**config.mk**
```make
export PLATFORM = sky130hd
export DESIGN_NAME = pair_phase_aligner
export DESIGN_NICKNAME = d
export VERILOG_FILES = /design/src/rtl/phase_align_pkg.sv /design/src/rtl/phase_align_ctrl.sv /design/src/rtl/phase_align_datapath.sv /design/src/rtl/pair_phase_aligner.sv
export SDC_FILE = /design/constraint.sdc
export NUM_CORES = 1
export LEC_CHECK = 0
export BUFFER_PORTS_ARGS = -buffer_cell sky130_fd_sc_hd__buf_4
export CAP_MARGIN = 40
export CORE_UTILIZATION = 40
export CTS_BUF_LIST = sky130_fd_sc_hd__clkbuf_4
export DETAILED_ROUTE_END_ITERATION = 10
export GPL_TIMING_DRIVEN = 0
export MAX_ROUTING_LAYER = met4
export PLACE_DENSITY = 0.66
export SLEW_MARGIN = 20
export SYNTH_ARGS = -nofsm -noshare
export SYNTH_HDL_FRONTEND = slang
export SYNTH_SLANG_ARGS = --single-unit
```
**constraint.sdc**
```tcl
create_clock -name clk -period 7 [get_ports clk]
set_input_delay 0.7 -clock clk [delete_from_list [all_inputs] [get_ports clk]]
set_output_delay 0.7 -clock clk [all_outputs]
set_load 0.05 [all_outputs]
```
**src/rtl/phase_align_pkg.sv**
```systemverilog
package phase_align_pkg;

  // Strobes from the frame control to the datapath.
  typedef struct packed {
    logic tick;       // a modulator-rate strobe arrives this cycle
    logic frameLoad;  // this strobe is the last of the frame: reload shadows
  } ctlStrobe_t;

endpackage

```
**src/rtl/phase_align_ctrl.sv**
```systemverilog
module phase_align_ctrl
  import phase_align_pkg::*;
#(
  parameter int OSR_CODE_W   = 3,
  parameter int OSR_MIN_LOG2 = 5,
  parameter int CNT_W        = OSR_MIN_LOG2 + (1 << OSR_CODE_W) - 1
) (
  input  logic                  clk,
  input  logic                  rstN,
  input  logic                  sampleStb,
  input  logic [OSR_CODE_W-1:0] osrCode,
  output ctlStrobe_t            ctl,
  output logic [CNT_W-1:0]      framePos,
  output logic [CNT_W-1:0]      halfOsr
);

  logic [OSR_CODE_W-1:0] osrShadow;
  logic [CNT_W:0]        osrLen;
  logic [CNT_W-1:0]      lastPos;
  logic                  frameEnd;

  always_comb begin
    osrLen   = (CNT_W+1)'(1) << (32'(osrShadow) + OSR_MIN_LOG2);
    halfOsr  = osrLen[CNT_W:1];
    lastPos  = CNT_W'(osrLen - (CNT_W+1)'(1));
    frameEnd = sampleStb && (framePos == lastPos);
    ctl.tick      = sampleStb;
    ctl.frameLoad = frameEnd;
  end

  always_ff @(posedge clk or negedge rstN) begin
    if (!rstN) begin
      framePos  <= '0;
      osrShadow <= '0;
    end else if (sampleStb) begin
      framePos <= frameEnd ? '0 : framePos + CNT_W'(1);
      if (frameEnd) osrShadow <= osrCode;
    end
  end

  AST_POS_IN_FRAME: assert property (@(posedge clk) disable iff (!rstN)
    framePos <= lastPos);

endmodule

```
**src/rtl/phase_align_datapath.sv**
```systemverilog
module phase_align_datapath
  import phase_align_pkg::*;
#(
  parameter int NUM_PAIRS = 4,
  parameter int PHASE_W   = 12,
  parameter int CNT_W     = 12,
  localparam int NUM_CH   = 2 * NUM_PAIRS,
  localparam int EW       = ((CNT_W > PHASE_W) ? CNT_W : PHASE_W) + 2
) (
  input  logic                           clk,
  input  logic                           rstN,
  input  ctlStrobe_t                     ctl,
  input  logic [CNT_W-1:0]               framePos,
  input  logic [CNT_W-1:0]               halfOsr,
  input  logic [NUM_PAIRS*PHASE_W-1:0]   phaseAll,
  output logic [NUM_CH-1:0]              decimStart
);

  logic [NUM_CH-1:0] hitNext;
  logic              oddMatch;

  assign oddMatch = ctl.tick && (framePos == halfOsr);

  for (genvar k = 0; k < NUM_PAIRS; k++) begin : g_pair
    logic [PHASE_W-1:0] phaseShadow;
    logic signed [EW-1:0] ph, hs, lim, clamped, evenDelay;

    always_ff @(posedge clk or negedge rstN) begin
      if (!rstN)              phaseShadow <= '0;
      else if (ctl.frameLoad) phaseShadow <= phaseAll[k*PHASE_W +: PHASE_W];
    end

    always_comb begin
      ph  = {{(EW-PHASE_W){phaseShadow[PHASE_W-1]}}, phaseShadow};
      hs  = {{(EW-CNT_W){1'b0}}, halfOsr};
      lim = hs - EW'(1);
      if (ph > lim)       clamped = lim;
      else if (ph < -lim) clamped = -lim;
      else                clamped = ph;
      evenDelay = hs - clamped;
    end

    assign hitNext[2*k]   = ctl.tick && (framePos == CNT_W'(evenDelay));
    assign hitNext[2*k+1] = oddMatch;
  end

  always_ff @(posedge clk or negedge rstN) begin
    if (!rstN) decimStart <= '0;
    else       decimStart <= hitNext;
  end

  logic [NUM_PAIRS-1:0] oddBits;
  for (genvar k = 0; k < NUM_PAIRS; k++) begin : g_odd
    assign oddBits[k] = decimStart[2*k+1];
  end

  AST_ODD_TOGETHER: assert property (@(posedge clk) disable iff (!rstN)
    (oddBits == '0) || (oddBits == '1));

  AST_PULSE_NEEDS_TICK: assert property (@(posedge clk) disable iff (!rstN)
    (decimStart != '0) |-> $past(ctl.tick));

  AST_NO_POS_ZERO: assert property (@(posedge clk) disable iff (!rstN)
    (ctl.tick && framePos == '0) |=> (decimStart == '0));

  for (genvar c = 0; c < NUM_CH; c++) begin : g_chk
    AST_SINGLE_PULSE: assert property (@(posedge clk) disable iff (!rstN)
      decimStart[c] |=> !decimStart[c]);
  end

endmodule

```
**src/rtl/pair_phase_aligner.sv**
```systemverilog
module pair_phase_aligner
  import phase_align_pkg::*;
#(
  parameter int PHASE_W      = 12,
  parameter int OSR_CODE_W   = 3,
  parameter int OSR_MIN_LOG2 = 5,
  localparam int NUM_PAIRS   = 4,
  localparam int CNT_W       = OSR_MIN_LOG2 + (1 << OSR_CODE_W) - 1
) (
  input  logic                    clk,
  input  logic                    rstN,
  input  logic                    sampleStb,
  input  logic [OSR_CODE_W-1:0]   osrCode,
  input  logic [2*PHASE_W-1:0]    phaseLo,
  input  logic [2*PHASE_W-1:0]    phaseHi,
  output logic [2*NUM_PAIRS-1:0]  decimStart
);

  ctlStrobe_t       ctl;
  logic [CNT_W-1:0] framePos;
  logic [CNT_W-1:0] halfOsr;

  phase_align_ctrl #(
    .OSR_CODE_W(OSR_CODE_W), .OSR_MIN_LOG2(OSR_MIN_LOG2), .CNT_W(CNT_W)
  ) i_ctrl (
    .clk(clk), .rstN(rstN), .sampleStb(sampleStb), .osrCode(osrCode),
    .ctl(ctl), .framePos(framePos), .halfOsr(halfOsr)
  );

  phase_align_datapath #(
    .NUM_PAIRS(NUM_PAIRS), .PHASE_W(PHASE_W), .CNT_W(CNT_W)
  ) i_datapath (
    .clk(clk), .rstN(rstN), .ctl(ctl), .framePos(framePos), .halfOsr(halfOsr),
    .phaseAll({phaseHi, phaseLo}), .decimStart(decimStart)
  );

endmodule

```
==> impl_metrics.env, run 1 <==
export IMPL_status="completed"
export IMPL_path_depth=23
export IMPL_numClockSinks=68
export IMPL_synthCells=999
export IMPL_path_clk_slew_ps=130
export IMPL_nets=1314
export IMPL_worstRegToRegCells=23
export IMPL_dr_wl_met3_um=1679
export IMPL_synth_edf_count=0
export IMPL_finalSetupViolCount=0
export IMPL_ys_seq_area_share_pct=19.65
export IMPL_start_util_pct=40.93
export IMPL_slew_violations=0
export IMPL_drive_above_1_share_pct=15.69
export IMPL_vias_per_cell=5.707
export IMPL_dp_hpwl_um=20060
export IMPL_grt_pass1_wl_um=40220
export IMPL_crit_type="flop to flop"
export IMPL_path_buf_inv=4
export IMPL_fin_skew_ps=22.89
export IMPL_tightest_slew_ps=886.5
export IMPL_synthesis_area_mm2=0.008658
export IMPL_cp_cell_sequence="buf_2, nor2_4, inv_1, nor2_2, xnor2_4, clkinv_2, ha_1, nand3_1, or4_1, o21ai_0, nor3_1, or2_2, buf_2, nor3b_1, a311oi_1, ha_1, nor2b_1, o211ai_1, a31oi_1, or3_1, a2111oi_1, nand4_1, a2111oi_2"
export IMPL_final_hold_viol_count=0
export IMPL_postRouteAntennaNets=0
export IMPL_hp_class="input port to asynchronous set/reset pin"
export IMPL_wl_met2_um=11800
export IMPL_cp_arrival_ps=7080
export IMPL_synth_cell_type_count=76
export IMPL_wire_per_inst_um=18.49
export IMPL_synth_seq_cells=68
export IMPL_ctsHoldBuffers=0
export IMPL_dieArea_mm2=0.02224
export IMPL_clk_path_buf_depth=2
export IMPL_io_buffers=61
export IMPL_synth_ff_type="dfrtp_1"
export IMPL_grt_max_degree=44
export IMPL_critical_path_required_ps=7340
export IMPL_max_slew_margin_pct=40.90
export IMPL_clock_latency_ps=480
export IMPL_regArea_mm2=0.001703
export IMPL_drtPass1Iterations=7
export IMPL_cp_start_kind="flop"
export IMPL_numCtsBuffers=9
export IMPL_die_height_um=149.1
export IMPL_rows=53
export IMPL_htree_levels=3
export IMPL_async_reset_ff_share_pct=100.0
export IMPL_gp_congestion=0.9242
export IMPL_slowest_stage="dfrtp_2"
export IMPL_cts_tree="built"
export IMPL_syn_to_final_growth_pct=14.31
export IMPL_yosysWarnings=0
export IMPL_dieWidth_um=149.1
export IMPL_period_needed_ps=6734
export IMPL_fmax_mhz=148.5
export IMPL_postCtsSetupBuffers=0
export IMPL_syn_avg_cell_area_um2=8.667
export IMPL_cpPeakStageDelay_ps=530
export IMPL_tns_ps=0
export IMPL_crit_fanout=13
export IMPL_coreArea_mm2=0.02115
export IMPL_top_layer_used="met4"
export IMPL_grtUsageTotal_pct=24.62
export IMPL_fill_cells=2028
export IMPL_grt_pass1_vias=7414
export IMPL_cts_root_buf="clkbuf_4"
export IMPL_multiInputGateArea_mm2=0.006740
export IMPL_min_period_over_period_pct=96.20
export IMPL_dr_first_iter_drc_count=637
export IMPL_vias=8013
export IMPL_crit_family="simple AND/OR/NAND/NOR gates"
export IMPL_wirelength_um=25960
export IMPL_end_kind="flop"
export IMPL_drc_errors=0
export IMPL_wl_met1_um=11480
export IMPL_drv_cap=0
export IMPL_overflow=0
export IMPL_antenna_found_initial=1
export IMPL_ioPinCount=62
export IMPL_rsz0062_at_grt="false"
[synthesized netlist by cell type, types with 17 or more instances]
library cell	n	area [µm²]
nand2_1	58	217.7
dfrtp_1	68	1702
mux2_2	53	596.8
or3_1	17	106.4
o21ai_0	28	140.1
xor2_1	38	332.8
nor2_1	60	225.2
o211ai_1	21	157.7
nor3_1	32	160.2
xnor2_1	65	569.3
nand3_1	34	170.2
clkbuf_1	24	90.09
ha_1	133	1664
a21oi_1	54	270.3
nand4_1	19	118.9
inv_1	43	161.4
[metal layers]
layer | track usage (%) | vias up
li1 | - | 3921
met1 | 31.37 | 3726
met2 | 39.23 | 299
met3 | 2.722 | 67
met4 | 10.92 | 0
met5 | - | -
[registers in the layout, indices dropped and copies added (netlist names)]
name and count:
i_ctrl.osrShadow 3, i_datapath.decimStart 5, i_ctrl.framePos 12, i_datapath.g_pair.phaseShadow 48
[worst paths after layout]
| check | startpoint | end | slack [ps] |
|---|---|---|---|
| setup / recovery | i_ctrl.osrShadow[2] | i_datapath.decimStart[6] | 270 |
| hold / removal | rstN | i_datapath.g_pair[2].phaseShadow[3] | 130 |
| setup reg to reg | i_ctrl.osrShadow[2] | i_datapath.decimStart[6] | 270 |
| hold reg to reg | i_datapath.g_pair[2].phaseShadow[0] | i_datapath.g_pair[2].phaseShadow[0] | 520 |
| max in group asynchronous | rstN | i_datapath.g_pair[0].phaseShadow[7] | 6300 |
| min in group clk | osrCode[1] | i_ctrl.osrShadow[1] | 440 |
[through the flow]
step / area, µm² / std cells / setup WS, ps / util [%] / hold slack [ps]
after floorplan: 8827 / 1044 / 1498 / - / 404.4
after global placement: 9629 / 1380 / -1014 / 45.52 / 496.3
after detailed placement: 9731 / 1387 / -424.7 / 46.00 / 500.4
after CTS: 9892 / 1403 / 150.3 / 46.76 / 114.0
after global routing: 9897 / 1404 / 27.80 / 46.79 / 147.3
final: 9897 / 1404 / 265.8 / 46.79 / 125.4
[layout by cell type (no fill, tap or decap), types with 28 or more instances in the layout]
cell     instances
nor3_1          32
ha_1           133
dfrtp_1         67
nand3_1         34
xor2_1          38
buf_4           67
inv_1           43
conb_1          47
o21ai_0         28
xnor2_1         64
a21oi_1         54
nand2_1         58
mux2_2          53
nor2_1          60
[cell families after synthesis]
group	share of synthesized area [%]
xor gates and xnor gates	10.68
muxes	7.630
AOI/OAI and AO/OA	17.18
other	0.08674
buffers and inverters	4.740
adders and majority gates	20.26
DFF	19.65
and+or+nand+nor	19.77
[worst register-to-register path, delay by kind of cell (launching register included)]
family / cells / cell delay (ps)
AOI/OAI and AO/OA: 6 / 1420
DFF: 1 / 530
adders and majority gates: 2 / 750
xor gates and xnor gates: 1 / 470
buffers and inverters: 4 / 1260
and+or+nand+nor: 10 / 2180
[what timing repair did]
item                       4_1_cts  5_1_grt
resized for setup                2        2
hold endpoints to repair         0        0
setup endpoints to repair        4        3
pin swaps                        0        0
[final cells by class]
cell class,count,share of cell area (%)
multi-input cells,885,68.10
flip-flops and latches,68,17.21
repair buffers,68,5.525
well taps,275,3.477
plain buffers,47,2.478
inverters,44,1.681
clock inverters,7,0.8217
clock buffers,9,0.6827
diodes,1,0.02528
Power of run 1 is left out: the tool's default activity adds up to more than one toggle a clock period on the data nets, which glitch-free logic cannot reach.
==> run 2: changes to the inputs <==
--- a/config.mk
+++ b/config.mk
@@ -5,8 +5,10 @@
 export SDC_FILE = /design/constraint.sdc
 export NUM_CORES = 1
 export LEC_CHECK = 0
+export ABC_AREA = 1
 export BUFFER_PORTS_ARGS = -buffer_cell sky130_fd_sc_hd__buf_4
 export CAP_MARGIN = 40
+export CORE_ASPECT_RATIO = 0.75
 export CORE_UTILIZATION = 40
 export CTS_BUF_LIST = sky130_fd_sc_hd__clkbuf_4
 export DETAILED_ROUTE_END_ITERATION = 10
==> impl_metrics.env, run 2 <==
export IMPL_status="completed"
export IMPL_rsz0062_at_grt="false"
export IMPL_synth_area_leaders="nand2_1, dfrtp_1, ha_1"
export IMPL_placedCellCount=1819
export IMPL_max_slew_margin_pct=42.54
export IMPL_drtPass1Iterations=5
export IMPL_crit_type="flop to flop"
export IMPL_synth_cell_type_count=51
export IMPL_dieArea_mm2=0.02350
export IMPL_drive_above_1_share_pct=9.215
export IMPL_syn_to_final_growth_pct=12.74
export IMPL_critical_path_required_ps=7360
export IMPL_fin_skew_ps=32.57
export IMPL_grt_pass1_wl_um=48080
export IMPL_power_mw=1.325
export IMPL_io_buffers=60
export IMPL_min_period_over_period_pct=91.58
export IMPL_synth_edf_count=0
export IMPL_synthTopCellsByCount="nand2_1, inv_1, ha_1"
export IMPL_end_kind="flop"
export IMPL_tns_ps=0
export IMPL_stdcell_count=1840
export IMPL_intPower_mw=0.7343
export IMPL_combPwrFrac_pct=47.8
export IMPL_regMostFlops="i_datapath.g_pair.phaseShadow"
export IMPL_overflow=0
export IMPL_clock_latency_ps=480
export IMPL_drv_cap=0
export IMPL_gp_congestion=0.9595
export IMPL_final_cell_mix="nand2_1, inv_1, ha_1"
export IMPL_cts_resized=0
export IMPL_top_regs="i_datapath.g_pair.phaseShadow x48, i_ctrl.framePos x12, i_datapath.decimStart x5"
export IMPL_nets=1728
export IMPL_dp_hpwl_um=23320
export IMPL_grt_max_degree=46
export IMPL_hold_worst_slack_ps=137.0
export IMPL_synth_seq_cells=68
export IMPL_dr_first_iter_drc_count=850
export IMPL_timing_critical_path_from="i_ctrl.osrShadow[2]"
export IMPL_drc_errors=0
export IMPL_synthesis_area_mm2=0.009155
export IMPL_rows=47
export IMPL_final_util_pct=46.43
export IMPL_die_height_um=133.0
export IMPL_start_util_pct=41.19
export IMPL_largest_reg_flops=48
export IMPL_r2r_start="i_ctrl.osrShadow[2]"
export IMPL_dieWidth_um=176.7
export IMPL_crit_fanout=12
export IMPL_vias_per_cell=5.318
export IMPL_yosysTopAreaCell="nand2_1"
export IMPL_numCtsBuffers=9
export IMPL_slew_violations=0
export IMPL_postRouteAntennaNets=0
export IMPL_numClockSinks=68
export IMPL_antenna_found_initial=1
export IMPL_async_reset_ff_share_pct=100.0
export IMPL_yosysWarnings=0
export IMPL_pwr_share_clk_pct=20.4
export IMPL_seq_power_share_pct=31.7
export IMPL_synth_ff_type="dfrtp_1"
export IMPL_path_clk_slew_ps=130
export IMPL_tightest_slew_ps=859.2
export IMPL_switching_share_pct=44.59
export IMPL_ctsHoldBuffers=0
export IMPL_ioPinCount=62
export IMPL_cts_tree="built"
export IMPL_irDropWorstVdd_v=0.00006707
export IMPL_syn_avg_cell_area_um2=6.456
export IMPL_final_hold_viol_count=0
export IMPL_hp_class="input port to asynchronous set/reset pin"
export IMPL_fmax_mhz=156.0
export IMPL_final_common_cell="nand2_1"
export IMPL_coreArea_mm2=0.02223
export IMPL_cts_root_buf="clkbuf_4"
export IMPL_grtUsageTotal_pct=27.50
export IMPL_yosys_area_top_type_share_pct=18.61
export IMPL_synthCells=1418
export IMPL_power_density_mw_per_mm2=128.4
export IMPL_postCtsSetupBuffers=0
export IMPL_period_needed_ps=6410
export IMPL_vias=9786
export IMPL_cp_arrival_ps=6770
export IMPL_clk_path_buf_depth=2
export IMPL_htree_levels=3
export IMPL_wire_per_inst_um=16.41
export IMPL_wirelength_um=30200
export IMPL_yosysMostFrequentCell="nand2_1"
export IMPL_grt_pass1_vias=9050
export IMPL_ys_seq_area_share_pct=18.59
export IMPL_finalSetupViolCount=0
export IMPL_netSwitchingPower_mw=0.5910
export IMPL_p_leak_nw=5.658
export IMPL_cp_start_kind="flop"
run 2: logic make-up (layout without fill, tap and decap cells):
logic type / Yosys count / after routing / synth area share [%]
flip-flops: 68 / 68 / 18.59
buffers and inverters: 192 / 270 / 8.801
AND/OR/NAND/NOR: 767 / 767 / 36.05
AO/OA/AOI/OAI: 218 / 218 / 13.67
other: 2 / 52 / 0.08203
adder cells (fa/ha/maj): 137 / 137 / 19.05
XOR/XNOR: 34 / 34 / 3.758
run 2: critical path, cell delays in order, from the launching register on:
cell      delay (ps)
dfrtp_1          740
inv_2            310
a31oi_2          800
clkinv_1         730
ha_1             420
a21oi_1          140
o21a_1           130
nor2_1            40
nor2_1           110
nand3_1           80
nand2_1          150
buf_2            220
nand2_1           70
o211ai_1          80
o21ai_0          290
fa_1             620
xor2_1           210
nand2_1           80
nand2_1           50
nor2_1           110
nand2_1           60
nor2_1           100
nand4_1           90
nor2_1           180
nand4_1          140
nor2_1           120
nand2_1           60
nor2_1           150
run 2: cell type report:
class,instances,area [µm²]
inverter,154,580.6
clock inverter,4,41.29
tap,294,367.9
multi-input combinational,1203,6817
timing repair buffer,63,493.0
antenna,5,12.51
fill,2382,11910
sequential,68,1702
clock buffer,11,82.58
buffer,38,225.2
run 2: power by group through the flow:
stage | clock, mW | combinational, mW | sequential (mW)
after global routing | 0.293 | 0.708 | 0.422
after CTS | 0.277 | 0.609 | 0.420
after floorplan | 0 | 0.433 | 0.425
after global placement | 0 | 0.594 | 0.427
final | 0.271 | 0.634 | 0.421
after detailed placement | 0 | 0.606 | 0.428
run 2: per-layer routing:
metal	GRT usage [%]	wire length, µm	vias to the layer above
met1	38.04	14290	4460
met4	7.232	606	0
met2	40.52	12560	372
met3	5.431	2747	42
met5	-	0	-
li1	-	-	4912
run 2: path summary, 6_finish.rpt:
path                                                            end  slack [ps]  depth (start not counted)
worst max register to register             i_datapath.decimStart[2]         590                         27
worst min register to register  i_datapath.g_pair[3].phaseShadow[0]         580                          2
min in group clk                i_datapath.g_pair[3].phaseShadow[5]         420                          3
worst max-delay path                       i_datapath.decimStart[2]         590                         27
worst min-delay path            i_datapath.g_pair[3].phaseShadow[2]         140                          1
max in group asynchronous                  i_datapath.decimStart[2]        6260                          2
run 2: stage by stage:
stage	setup WS [ps]	instance area (µm²)
detailed placement	858.0	10180
global placement	804.4	10140
global route	337.7	10320
finish	589.7	10320
CTS	812.7	10300
floorplan	2858	9324
No activity file was read; power rests on OpenSTA's default activity.
